## src/rtl/rxf_pkg.sv

```systemverilog
// Package: shared types for the UART receive FIFO block.
// Assumes one character is at most RXF_CHAR_W bits wide.
package rxf_pkg;
    parameter int RXF_CHAR_W = 8;

    // One stored character with its receive error flags.
    typedef struct packed {
        logic                  brk;
        logic                  par;
        logic                  frm;
        logic [RXF_CHAR_W-1:0] data;
    } rxf_ent_t;
endpackage

```

## src/rtl/rxf_store.sv

```systemverilog
// Module: circular storage for receive entries with a fill counter and a
// registered read port. Assumes the caller never writes when the fill level
// has reached its selected capacity and never reads when empty.
module rxf_store
    import rxf_pkg::*;
#(
    parameter int MAX_DEPTH = 16,
    localparam int PTR_W = $clog2(MAX_DEPTH),
    localparam int CNT_W = $clog2(MAX_DEPTH + 1)
) (
    input  logic             clk,
    input  logic             rst_n,
    input  logic             wr_en,
    input  rxf_ent_t         wr_ent,
    input  logic             rd_en,
    output logic [CNT_W-1:0] fill,
    output rxf_ent_t         rd_ent
);
    rxf_ent_t         mem [MAX_DEPTH];
    logic [PTR_W-1:0] wptr;
    logic [PTR_W-1:0] rptr;

    // Store the written entry at the write pointer.
    always_ff @(posedge clk) begin
        if (wr_en) begin
            mem[wptr] <= wr_ent;
        end
    end

    // Advance the pointers and the fill level, and register the read entry.
    always_ff @(posedge clk) begin
        if (!rst_n) begin
            wptr   <= '0;
            rptr   <= '0;
            fill   <= '0;
            rd_ent <= '0;
        end else begin
            if (wr_en) begin
                wptr <= (wptr == PTR_W'(MAX_DEPTH - 1)) ? '0 : wptr + 1'b1;
            end
            if (rd_en) begin
                rptr   <= (rptr == PTR_W'(MAX_DEPTH - 1)) ? '0 : rptr + 1'b1;
                rd_ent <= mem[rptr];
            end
            fill <= fill + CNT_W'(wr_en) - CNT_W'(rd_en);
        end
    end
endmodule

```

## src/rtl/rxf_hold.sv

```systemverilog
// Module: single holding stage for a character that finished while the FIFO
// was full. A load overwrites any waiting entry. Assumes load and drain never
// leave two characters needing the stage at once (the controller sees to it).
module rxf_hold
    import rxf_pkg::*;
(
    input  logic     clk,
    input  logic     rst_n,
    input  logic     load,
    input  rxf_ent_t load_ent,
    input  logic     drain,
    output logic     vld,
    output rxf_ent_t ent
);
    // Capture a new waiting character, or empty the stage once it drains.
    always_ff @(posedge clk) begin
        if (!rst_n) begin
            vld <= 1'b0;
            ent <= '0;
        end else if (load) begin
            vld <= 1'b1;
            ent <= load_ent;
        end else if (drain) begin
            vld <= 1'b0;
        end
    end
endmodule

```

## src/rtl/rx_fifo_status.sv

```systemverilog
// Module: receive FIFO, holding stage and status bits of one UART channel.
// Routes completed characters into the FIFO or the holding stage, detects
// overrun, and serves CPU reads. Assumes deep_mode changes only while empty
// and that chr_vld_i is a one-cycle strobe.
module rx_fifo_status
    import rxf_pkg::*;
#(
    parameter int MAX_DEPTH = 16,
    localparam int SHALLOW_DEPTH = MAX_DEPTH / 2,
    localparam int CNT_W = $clog2(MAX_DEPTH + 1)
) (
    input  logic                  clk,
    input  logic                  rst_n,
    input  logic                  deep_mode,
    input  logic                  chr_vld_i,
    input  logic [RXF_CHAR_W-1:0] chr_data_i,
    input  logic                  chr_brk_i,
    input  logic                  chr_par_i,
    input  logic                  chr_frm_i,
    input  logic                  rd_i,
    input  logic                  clr_err_i,
    output logic [RXF_CHAR_W-1:0] rd_data_o,
    output logic                  rd_brk_o,
    output logic                  rd_par_o,
    output logic                  rd_frm_o,
    output logic [4:0]            stat_o
);
    rxf_ent_t         new_ent;
    rxf_ent_t         hold_ent;
    rxf_ent_t         wr_ent;
    rxf_ent_t         rd_ent;
    logic [CNT_W-1:0] fill_cnt;
    logic [CNT_W-1:0] cap_lvl;
    logic [CNT_W-1:0] fill_nxt;
    logic             hold_v;
    logic             at_cap;
    logic             do_rd;
    logic             xfer;
    logic             direct_wr;
    logic             wr_en;
    logic             hold_load;
    logic             ovr_hit;
    logic             rdy_q;
    logic             full_q;
    logic             ovr_q;

    // Bundle the incoming character with its flags.
    always_comb begin
        new_ent.brk  = chr_brk_i;
        new_ent.par  = chr_par_i;
        new_ent.frm  = chr_frm_i;
        new_ent.data = chr_data_i;
    end

    // Steer characters, detect overrun and work out the next fill level.
    always_comb begin
        cap_lvl   = deep_mode ? CNT_W'(MAX_DEPTH) : CNT_W'(SHALLOW_DEPTH);
        at_cap    = (fill_cnt == cap_lvl);
        do_rd     = rd_i && (fill_cnt != '0);
        xfer      = hold_v && !at_cap;
        direct_wr = chr_vld_i && !hold_v && !at_cap;
        wr_en     = xfer || direct_wr;
        wr_ent    = xfer ? hold_ent : new_ent;
        hold_load = chr_vld_i && (hold_v || at_cap);
        ovr_hit   = chr_vld_i && hold_v && at_cap;
        fill_nxt  = fill_cnt + CNT_W'(wr_en) - CNT_W'(do_rd);
    end

    rxf_store #(.MAX_DEPTH(MAX_DEPTH)) u_store (
        .clk    (clk),
        .rst_n  (rst_n),
        .wr_en  (wr_en),
        .wr_ent (wr_ent),
        .rd_en  (do_rd),
        .fill   (fill_cnt),
        .rd_ent (rd_ent)
    );

    rxf_hold u_hold (
        .clk      (clk),
        .rst_n    (rst_n),
        .load     (hold_load),
        .load_ent (new_ent),
        .drain    (xfer),
        .vld      (hold_v),
        .ent      (hold_ent)
    );

    // Update the ready, full and sticky overrun status bits.
    always_ff @(posedge clk) begin
        if (!rst_n) begin
            rdy_q  <= 1'b0;
            full_q <= 1'b0;
            ovr_q  <= 1'b0;
        end else begin
            rdy_q  <= (fill_nxt != '0);
            full_q <= (fill_nxt == cap_lvl) || (full_q && hold_v);
            ovr_q  <= ovr_hit || (ovr_q && !clr_err_i);
        end
    end

    // Drive the outputs.
    always_comb begin
        rd_data_o = rd_ent.data;
        rd_brk_o  = rd_ent.brk;
        rd_par_o  = rd_ent.par;
        rd_frm_o  = rd_ent.frm;
        stat_o    = {ovr_q, 2'b00, full_q, rdy_q};
    end
endmodule

```

## config.mk

```make
export PLATFORM = sky130hd
export DESIGN_NAME = rx_fifo_status
export DESIGN_NICKNAME = d
export VERILOG_FILES = /design/src/rtl/rxf_pkg.sv /design/src/rtl/rxf_store.sv /design/src/rtl/rxf_hold.sv /design/src/rtl/rx_fifo_status.sv
export SDC_FILE = /design/constraint.sdc
export NUM_CORES = 1
export LEC_CHECK = 0
export ABC_CLOCK_PERIOD_IN_PS = 8000
export BUFFER_PORTS_ARGS = -buffer_cell sky130_fd_sc_hd__buf_2
export CELL_PAD_IN_SITES_DETAIL_PLACEMENT = 1
export CELL_PAD_IN_SITES_GLOBAL_PLACEMENT = 2
export CORE_MARGIN = 3
export CORE_UTILIZATION = 50
export DETAILED_ROUTE_END_ITERATION = 8
export PLACE_DENSITY_LB_ADDON = 0.1
export SLEW_MARGIN = 20
export SYNTH_ARGS = -nofsm -noshare
export SYNTH_HDL_FRONTEND = slang
export SYNTH_SLANG_ARGS = --single-unit
```

## constraint.sdc

```tcl
create_clock -name clk -period 8 [get_ports clk]
set_clock_uncertainty 0.15 [all_clocks]
set_input_delay 2 -clock clk [delete_from_list [all_inputs] [get_ports clk]]
set_output_delay 2 -clock clk [all_outputs]
set_load 0.005 [all_outputs]
```

== Word-level counts from Yosys, hierarchy flattened ==
Memories as Yosys holds them, arrays and structs flattened. A register that Yosys moved wholly into a read port is not among the register bits.
Index checks and enable logic that the tools add are counted.
Word-level totals
  bits in writable memories: 176
  bits in latches: 0
  bits in registers: 28
  memories: 1
  ROM bits: 0
  word-level logic and storage cells: 48
Memory list
  u_store.mem: words 16, width 11, rd ports 1, clocked after Yosys merged registers in 1, write ports 1, line rxf_store.sv:19  | rxf_ent_t mem [MAX_DEPTH];
Operators by class
  bitwise operators: 0
  multipliers: 0
  multiplexer cells: 8
  equality and inequality tests: 4
  shift-type cells: 0
  add/subtract/negate cells: 4
  div/mod/pow operators: 0
  reductions and logical operators: 20
  order comparisons: 0
Operators with widths (count)
  11-bit 2-to-1 mux: 1
  5-bit equality test: 2
  5-bit nonzero test: 2
  1-bit logical AND: 9
  4-bit by 1-bit adder with 4-bit output (second input constant): 2
  4-bit equality test (second input constant): 2
  4-bit 2-to-1 mux: 2
  5-bit by 1-bit adder with 5-bit output: 1
  5-bit 2-to-1 mux: 1
  5-bit by 1-bit subtractor with 5-bit output: 1
  1-bit zero test: 4
  1-bit logical OR: 4
  1-bit 2-to-1 mux: 4
  2-bit nonzero test: 1

== Depth between registers and ports, before layout ==
Gate-level depths: netlist of run 1.
  depth after elaboration: 9
  mapped depth: 16

== Modules after synthesis ==
From an unflattened synthesis of run 1, not the netlist that was laid out.
Second synthesis, totals
  cells, all modules: 545
  area total of the unflattened synthesis: 8973.6 µm²
Modules (own cells, without submodules)
  rxf_store: cells each 437, area an instance 7938.9 µm², sequential area each 5765.5 µm², instances 1
  rx_fifo_status: cells each 70, area an instance 586.8 µm², sequential area each 60.1 µm², instances 1
  rxf_hold: cells each 38, area an instance 447.9 µm², sequential area each 240.2 µm², instances 1

== Least setup slack after synthesis of run 1 ==
No wires, ideal clock.
  path kind: input-to-reg
  start point: input port deep_mode
  end point: register full_q
  path buffers: 1
  slack: 3160 ps
  arrival time: 4629 ps
  stages: 15
  path through: and3b_1 -> o21ai_2 -> and2_1 -> buf_2 -> inv_1 -> ha_1 -> inv_1 -> ha_1 -> inv_1 -> fa_1 -> xor2_1 -> nand3b_1 -> or2_1 -> or4b_1 -> nand3_1
On the way
  word-level cells in the longest chain between the ends: 9
  elaborated cells on any way between the ends: 10
  classes of those cells: 2 x add/sub; 2 x eq/ne; 1 x mux; 5 x reduce/logical
RTL lines
  start, declared: line rx_fifo_status.sv:14  | input logic deep_mode,
  5-bit 2-to-1 mux (*): line rx_fifo_status.sv:57  | cap_lvl = deep_mode ? CNT_W'(MAX_DEPTH) : CNT_W'(SHALLOW_DEPTH);
  5-bit equality test: line rx_fifo_status.sv:58  | at_cap = (fill_cnt == cap_lvl);
  1-bit zero test: line rx_fifo_status.sv:60, rx_fifo_status.sv:61
  1-bit logical AND, on equally long branches: line rx_fifo_status.sv:60, rx_fifo_status.sv:61
  1-bit logical OR: line rx_fifo_status.sv:62  | wr_en = xfer || direct_wr;
  5-bit by 1-bit adder with 5-bit output: line rx_fifo_status.sv:66  | fill_nxt = fill_cnt + CNT_W'(wr_en) - CNT_W'(do_rd);
  5-bit by 1-bit subtractor with 5-bit output: line rx_fifo_status.sv:66
  5-bit equality test (*): line rx_fifo_status.sv:97  | full_q <= (fill_nxt == cap_lvl) || (full_q && hold_v);
  1-bit logical OR (*): line rx_fifo_status.sv:97
  end signal, assigned: line rx_fifo_status.sv:97
  end, declared: line rx_fifo_status.sv:44  | logic full_q;
Mark *: on every way between the ends. The rest lies on a longest branch, timed or not.
A chain may end at the register's enable or synchronous reset.

== Worst setup path after layout of run 1 ==
Ends and elaborated chain as after synthesis.

==> impl_metrics.toml, run 1 <==
[floorplan]
placement_rows = 47
die_w_um = 137.4
dieHeight_um = 137.4
coreArea_sq_um = 16760
die_area_sq_um = 18890
io_pins = 33
initial_core_util = 0.5154

[critical_path]
critPathLaunchType = "input port"
critPathArrivalTime_ns = 5.08
end_kind = "flop"
crit_type = "input port to flop"
crit_required_ns = 8.29
critPathMaxFanout = 8

[routing]
first_pass_iters = 5
ant_nets = 0
drt_iter0_markers = 405
drc = 0
vias = 4526
route.detailed.wl_per_inst_um = 25.14
routed_via_density = 5.870
routed_wl_um = 19380

[global_route]
grt_max_degree = 50
grt_pass1_wl_um = 29080
antenna_found_initial = 0
grt_usage = 0.2129
grt_pass1_vias = 4738
overflow = 0

[timing]
tns_ns = 0
tightestPinTransition_ns = 1.110
slew_headroom = 0.2587
post-route-period-util = 0.5988
finalSetupViolCount = 0
hold_viol_final = 0
drv_slew = 0
fmaxAchievable_mhz = 208.8
setup_slack_ns = 3.210
rsz0062_at_grt = "no"
min_period_ns = 4.790
fin_hold_ws_ns = 0.3221

[power]
power_density_nw_per_um2 = 304.8
power_frac_seq = 0.448
combPwrFrac = 0.191
p_leak_nw = 3.395
swShare = 0.2532
intPower_mw = 2.226
irDropWorstVdd_mv = 0.2560
p_switching_uw = 754.8
clockPowerShare = 0.362

[finish]
antenna_cells = 0
final_common_cell = "edfxtp_1"
fillers = 1523
final_cell_mix = "edfxtp_1 (176), nor2_1 (39), dfxtp_1 (37)"
final_core_util = 0.5834
design_area_sq_um = 9778
area_delta_synth_final_pct = 13.20
layout-drive-gt1-share = 0.2486
finalNetCount = 563

[logic_synthesis]
synthTopCellsByArea = "edfxtp_1 (61%), mux4_2 (9.4%), dfxtp_1 (9.0%), mux4_1 (2.4%), a22o_1 (2.2%)"
synth_ff_type = "edfxtp_1"
syn_inst = 497
yosysTopAreaCell = "edfxtp_1"
syn_area_sq_um = 8638
yosys_register_bits = 215
ys_warn_count = 0
synth-async-reset-ratio = 0
syn_area_per_cell_sq_um = 17.38
seq_area_frac_synth = 0.7022
synth_edf_count = 176
yosys.area.top_type_share = 0.6118
ys_types = 45

[clock_network]
cts_setup_buffers = 0
cts_hold_repair.buffers = 0
htreeDepth = 1
root_buffer = "clkbuf_16"
cts_buffer_depth = 3
cts_resized = 0
numCtsBuffers = 23
cts_tree = "yes"
worstSkewPairLatency_ns = 0.51
cts_num_sinks = 215
path_clk_slew_ns = 0.06

[outcome]
status = "complete, no violations"

[placement]
pre_cts_ws_ns = 2.713
gp_congestion = 0.7646
portBuffers = 30
place_area_sq_um = 8999
dp_hpwl_um = 12260

[job]
max_cap_viol_count = 0

[worst_hold_path]
min_path_type = "flop to flop"
stage by stage:
stage / std cells / total power [mW]
final: 771 / 2.981
after global routing: 771 / 3.110
after CTS: 771 / 3.012
after detailed placement: 729 / 1.930
after global placement: 729 / 1.908
after floorplan: 498 / 1.785
cells in the mapped netlist, types with 2 or more instances:
| cell | number |
|---|---|
| edfxtp_1 | 176 |
| nor2_1 | 46 |
| dfxtp_1 | 39 |
| mux4_2 | 36 |
| a22o_1 | 22 |
| nand2_1 | 21 |
| inv_1 | 13 |
| mux2i_1 | 13 |
| a21oi_1 | 11 |
| ha_1 | 11 |
| mux2_2 | 11 |
| o22ai_1 | 11 |
| clkbuf_1 | 10 |
| buf_2 | 9 |
| buf_4 | 8 |
| mux4_1 | 8 |
| nor3_1 | 6 |
| and2_1 | 5 |
| xor2_1 | 5 |
| nand2b_1 | 3 |
| nand3_1 | 3 |
| nor2b_1 | 3 |
| buf_6 | 2 |
| o21ai_0 | 2 |
| o21ai_2 | 2 |
| or4b_1 | 2 |
power by group through the flow:
| stage | Combinational [mW] | Clock [mW] | Sequential (mW) |
|---|---|---|---|
| final | 0.568 | 1.08 | 1.33 |
| after global routing | 0.625 | 1.14 | 1.34 |
| after CTS | 0.574 | 1.10 | 1.34 |
| after detailed placement | 0.571 | 0 | 1.36 |
| after global placement | 0.554 | 0 | 1.35 |
| after floorplan | 0.434 | 0 | 1.35 |
layer usage:
layer / wire length, um / up-vias / global-route usage / part of all wire
met4: 361 / 0 / 0.05266 / 0.019
li1: - / 2008 / - / -
met2: 9808 / 147 / 0.3639 / 0.51
met3: 1016 / 28 / 0.02958 / 0.052
met1: 8195 / 2343 / 0.2914 / 0.42
met5: 0 / - / 0 / 0
flip-flops by register name, summed over array words and instances, names as in the netlist:
register and flops:
rdy_q 1, u_store.rd_ent 11, u_store.fill 5, u_store.mem 176, full_q 1, u_hold.vld 1, ovr_q 1, u_hold.ent 11
u_store.wptr 4, u_store.rptr 4
kinds of logic after synthesis:
group	count (synthesis)	share of synthesized area
XOR/XNOR	6	0.006083
adder cells (fa/ha/maj)	12	0.01825
AND/OR/NAND/NOR	97	0.05215
AO/OA/AOI/OAI	54	0.04577
multiplexers	68	0.1476
buffers and inverters	44	0.02752
other	1	0.0004341
flip-flops	215	0.7022
critical path: stages:
cell	delay, ns
buf_2	0.12
and3b_1	0.20
o21ai_2	0.22
and2_1	0.30
inv_1	0.07
ha_1	0.27
inv_1	0.06
ha_1	0.16
inv_1	0.06
fa_1	0.42
xor2_1	0.23
nand3b_1	0.15
or2_1	0.24
or4b_1	0.47
nand3_1	0.09
path summary, 6_finish.rpt:
path,slack [ns],from,end,cells after the start
max,3.21,deep_mode,full_q$_SDFF_PN0_,15
min,0.32,u_store.rd_ent[6]$_SDFFE_PN0P_,u_store.rd_ent[6]$_SDFFE_PN0P_,2
max reg2reg,4.20,u_store.fill[3]$_SDFF_PN0_,full_q$_SDFF_PN0_,14
min reg2reg,0.32,u_store.rd_ent[6]$_SDFFE_PN0P_,u_store.rd_ent[6]$_SDFFE_PN0P_,2
area by class of cell:
cell class                      count  area, sq um  share of cell area
Sequential cell                   215         6068              0.6206
Multi-Input combinational cell    239         2376              0.2430
Clock buffer                       32        619.3             0.06334
Tap cell                          220        275.3             0.02815
Timing Repair Buffer               42        240.2             0.02457
Clock inverter                     10        150.1             0.01536
Inverter                           13        48.80            0.004990
Note: power is estimated with default switching activity, not from simulation.
==> run 2, diff against run 1 <==
ABC_CLOCK_PERIOD_IN_PS = 3850   (was 8000)
CORE_UTILIZATION = 42   (was 50)
clock period = 3.85 ns   (was 8 ns; I/O delays follow)
==> impl_metrics.toml, run 2 (synthesis results as in run 1) <==
[timing]
rsz0062_at_grt = "no"
finalSetupViolCount = 0
drv_slew = 0
hold_viol_final = 0
slew_headroom = 0.2959
post-route-period-util = 0.8956
min_period_ns = 3.448
setup_slack_ns = 0.4018
tightestPinTransition_ns = 1.054
fmaxAchievable_mhz = 290.0

[worst_hold_path]
hp-start = "u_store.rd_ent[10]$_SDFFE_PN0P_"
holdPathEnd = "u_store.rd_ent[10]$_SDFFE_PN0P_"
whs_path_depth = 2
min_path_type = "flop to flop"

[floorplan]
io_pins = 33
die_w_um = 149.4
die_area_sq_um = 22320
dieHeight_um = 149.4
placement_rows = 51
initial_core_util = 0.4353
coreArea_sq_um = 19850

[placement]
gp_congestion = 0.7243
pre_cts_ws_ns = -0.1467
post-place-cells = 791
dp_hpwl_um = 12220
portBuffers = 30

[finish]
final_cell_mix = "edfxtp_1 (176), nor2_1 (46), dfxtp_1 (37)"
antenna_cells = 0
finalNetCount = 581
largest-register = "u_store.mem"
layout-drive-gt1-share = 0.2619
area_delta_synth_final_pct = 15.41
final_cells = 834
top_regs = "u_store.mem (176), u_hold.ent (11), u_store.rd_ent (11)"
final_common_cell = "edfxtp_1"
largest_reg_flops = 176

[global_route]
grt_usage = 0.1779
antenna_found_initial = 0
grt_pass1_vias = 4787
overflow = 0
grt_max_degree = 25
grt_pass1_wl_um = 29410

[routing]
routed_via_density = 5.359
ant_nets = 0
routed_wl_um = 19240
vias = 4469
route.detailed.wl_per_inst_um = 23.07
first_pass_iters = 4
drt_iter0_markers = 299
drc = 0

[clock_network]
cts_hold_repair.buffers = 0
root_buffer = "clkbuf_16"
numCtsBuffers = 24
cts_buffer_depth = 3
cts_setup_buffers = 0
worstSkewPairLatency_ns = 0.51
cts_resized = 0
path_clk_slew_ns = 0.06
htreeDepth = 1
cts_num_sinks = 215
cts_tree = "yes"

[critical_path]
crit_required_ns = 4.16
cp-startpoint = "deep_mode"
critPathLaunchType = "input port"
reg2reg_to = "full_q$_SDFF_PN0_"
crit_type = "input port to flop"
r2r-start = "u_store.fill[3]$_SDFF_PN0_"
critPathArrivalTime_ns = 3.75
ff2ff_path_depth = 14
critPathMaxFanout = 4
end_kind = "flop"
reg2reg_slack_ns = 0.47

[power]
irDropWorstVdd_mv = 0.4149
p_leak_nw = 3.494
power_density_nw_per_um2 = 623.6

[outcome]
status = "complete, no violations"

[job]
max_cap_viol_count = 0
## run 2: through the flow
| step | power, mW | setup TNS, ns | area, sq um | utilization | hold slack, ns |
|---|---|---|---|---|---|
| 2_1_floorplan | 3.710 | 0 | 8642 | - | 0.3043 |
| 3_3_place_gp | 4.026 | -0.06106 | 9200 | 0.4636 | 0.3020 |
| 3_5_place_dp | 4.070 | -0.1467 | 9200 | 0.4636 | 0.3093 |
| 4_1_cts | 6.304 | 0 | 9970 | 0.5024 | 0.3194 |
| 5_1_grt | 6.535 | 0 | 9970 | 0.5024 | 0.3355 |
| 6_report | 6.217 | 0 | 9970 | 0.5024 | 0.3153 |
## run 2: per-layer routing
metal / GRT usage / vias up / wire [um]
li1: - / 2046 / -
met1: 0.2448 / 2317 / 8697
met2: 0.3016 / 84 / 9490
met3: 0.02998 / 22 / 770
met4: 0.03799 / 0 / 284
met5: 0 / - / 0
## run 2: final cells by class
type / count / area (sq um)
timing repair buffer: 59 / 392.9
inverter: 13 / 48.80
fill: 1874 / 9876
clock buffer: 36 / 706.9
clock inverter: 7 / 62.56
multi-input combinational: 239 / 2359
sequential: 215 / 6068
tap: 265 / 331.6
## run 2: how the worst max path moves through the flow
stage,slack [ns],end
after detailed placement,-0.15,full_q$_SDFF_PN0_
after global routing,0.18,full_q$_SDFF_PN0_
after global placement,-0.06,full_q$_SDFF_PN0_
final,0.40,full_q$_SDFF_PN0_
after CTS,0.39,full_q$_SDFF_PN0_
after floorplan,0.05,full_q$_SDFF_PN0_
## run 2: report_power, final
| part | internal [mW] | total, mW | switching, mW |
|---|---|---|---|
| Clock | 1.33 | 2.21 | 0.880 |
| Sequential | 2.70 | 2.83 | 0.128 |
| Combinational | 0.597 | 1.18 | 0.579 |
## run 2: worst max-delay path: stages
cell	delay, ns
buf_2	0.13
and3b_1	0.20
o21ai_2	0.18
and2_1	0.17
inv_1	0.05
ha_1	0.26
inv_1	0.05
ha_1	0.15
inv_1	0.06
fa_1	0.42
xor2_1	0.22
nand3b_1	0.12
or2_1	0.23
or4b_1	0.48
nand3_1	0.09
==> run 3, diff against run 2 <==
GPL_TIMING_DRIVEN = 0   (was not set)
==> impl_metrics.toml, run 3 (synthesis results as in run 1) <==
[clock_network]
cts_tree = "yes"
cts_buffer_depth = 3
root_buffer = "clkbuf_16"
cts_num_sinks = 215
path_clk_slew_ns = 0.06
worstSkewPairLatency_ns = 0.50
numCtsBuffers = 24
htreeDepth = 1

[timing]
rsz0062_at_grt = "no"
post-route-period-util = 0.9476
setup_slack_ns = 0.2018
tns_ns = 0
slew_headroom = 0.4833
finalSetupViolCount = 0
fin_hold_ws_ns = 0.3221
fmaxAchievable_mhz = 274.1
drv_slew = 0
min_period_ns = 3.648
tightestPinTransition_ns = 0.7742
hold_viol_final = 0

[power]
power_density_nw_per_um2 = 637.0
p_leak_nw = 3.484
irDropWorstVdd_mv = 0.2992

[placement]
pre_cts_ws_ns = -0.4725
portBuffers = 29
gp_congestion = 0.7279
place_area_sq_um = 9189
dp_hpwl_um = 13050
post-place-cells = 796

[floorplan]
dieHeight_um = 149.4
placement_rows = 51
initial_core_util = 0.4353
coreArea_sq_um = 19850
die_area_sq_um = 22320
io_pins = 33
die_w_um = 149.4

[critical_path]
reg2reg_to = "full_q$_SDFF_PN0_"
r2r-start = "u_store.fill[3]$_SDFF_PN0_"
crit_required_ns = 4.15
crit_end = "full_q$_SDFF_PN0_"
crit_type = "input port to flop"
critPathArrivalTime_ns = 3.95
critPathMaxFanout = 8
reg2reg_slack_ns = 0.24
critPathLaunchType = "input port"
cp-startpoint = "deep_mode"
end_kind = "flop"
ff2ff_path_depth = 15

[routing]
route.detailed.wl_per_inst_um = 23.06
highest_layer = "met4"
vias = 4541
ant_nets = 0
routed_via_density = 5.412
dr_wl_met3_um = 749
drc = 0
drt-met1-wl_um = 8284
drt_iter0_markers = 239
wl_met2_um = 9888
routed_wl_um = 19350
first_pass_iters = 5

[global_route]
antenna_found_initial = 0
grt_usage = 0.1798
grt_pass1_vias = 5004
grt_pass1_wl_um = 30070
grt_max_degree = 18
overflow = 0

[finish]
top_regs = "u_store.mem (176), u_hold.ent (11), u_store.rd_ent (11)"
final_cell_mix = "edfxtp_1 (176), dfxtp_1 (39), buf_2 (37)"
layout-drive-gt1-share = 0.2753
final_cells = 839
antenna_cells = 0
largest-register = "u_store.mem"
finalNetCount = 587
fillers = 1896
largest_reg_flops = 176
area_delta_synth_final_pct = 15.99
final_common_cell = "edfxtp_1"
design_area_sq_um = 10020

[outcome]
status = "complete, no violations"

[worst_hold_path]
min_path_type = "flop to flop"
whs_path_depth = 2

[job]
max_cap_viol_count = 0
==> run 3: layout make-up <==
type	count	area, sq um	area share
clock buffer	30	644.4	0.06431
sequential	215	6066	0.6054
multi-input combinational	239	2415	0.2410
inverter	13	48.80	0.004870
buffer	30	187.7	0.01873
clock inverter	12	136.4	0.01361
tap	265	331.6	0.03309
timing repair buffer	35	190.2	0.01898
==> run 3: how the worst min path moves through the flow <==
stage	from	endpoint
5_1_grt	u_store.rd_ent[3]$_SDFFE_PN0P_	u_store.rd_ent[3]$_SDFFE_PN0P_
4_1_cts	u_store.rd_ent[2]$_SDFFE_PN0P_	u_store.rd_ent[2]$_SDFFE_PN0P_
3_5_place_dp	u_store.rd_ent[8]$_SDFFE_PN0P_	u_store.rd_ent[8]$_SDFFE_PN0P_
3_3_place_gp	u_store.rd_ent[3]$_SDFFE_PN0P_	u_store.rd_ent[3]$_SDFFE_PN0P_
2_1_floorplan	ovr_q$_SDFF_PN0_	ovr_q$_SDFF_PN0_
6_report	u_store.rd_ent[7]$_SDFFE_PN0P_	u_store.rd_ent[7]$_SDFFE_PN0P_
==> run 3: critical path: stages <==
cell and delay, ns:
buf_2 0.12, and3b_1 0.22, o21ai_4 0.17, and2_1 0.15, clkbuf_4 0.18, inv_1 0.05, ha_1 0.27, inv_1 0.06
ha_1 0.15, inv_1 0.06, fa_1 0.44, xor2_2 0.16, nand3b_1 0.14, or2_1 0.24, or4b_1 0.47, nand3_1 0.09
==> run 3: per-layer routing <==
layer	vias to the layer above	GRT usage
li1	2053	-
met1	2366	0.2393
met2	88	0.3122
met3	34	0.02665
met4	0	0.04668
met5	-	0
==> run 3: power breakdown <==
group          total [mW]  internal [mW]  switching (mW)  leakage [nW]
Combinational        1.34          0.610           0.727          1.20
Sequential           2.78           2.70          0.0765          1.91
Clock                2.27           1.38           0.888         0.379
==> run 3: through the flow <==
| stage | power (mW) | util |
|---|---|---|
| final | 6.382 | 0.5049 |
| after global routing | 6.694 | 0.5049 |
| after CTS | 6.415 | 0.5022 |
| after detailed placement | 4.139 | 0.4630 |
| after global placement | 4.081 | 0.4595 |
| after floorplan | 3.710 | - |
==> run 3: timing repair <==
action	4_1_cts	5_1_grt
hold buffers	0	0
pin swaps	0	2
setup buffers	0	2
gates resized for setup	0	5
setup endpoints to repair	1	1
hold endpoints to repair	0	0
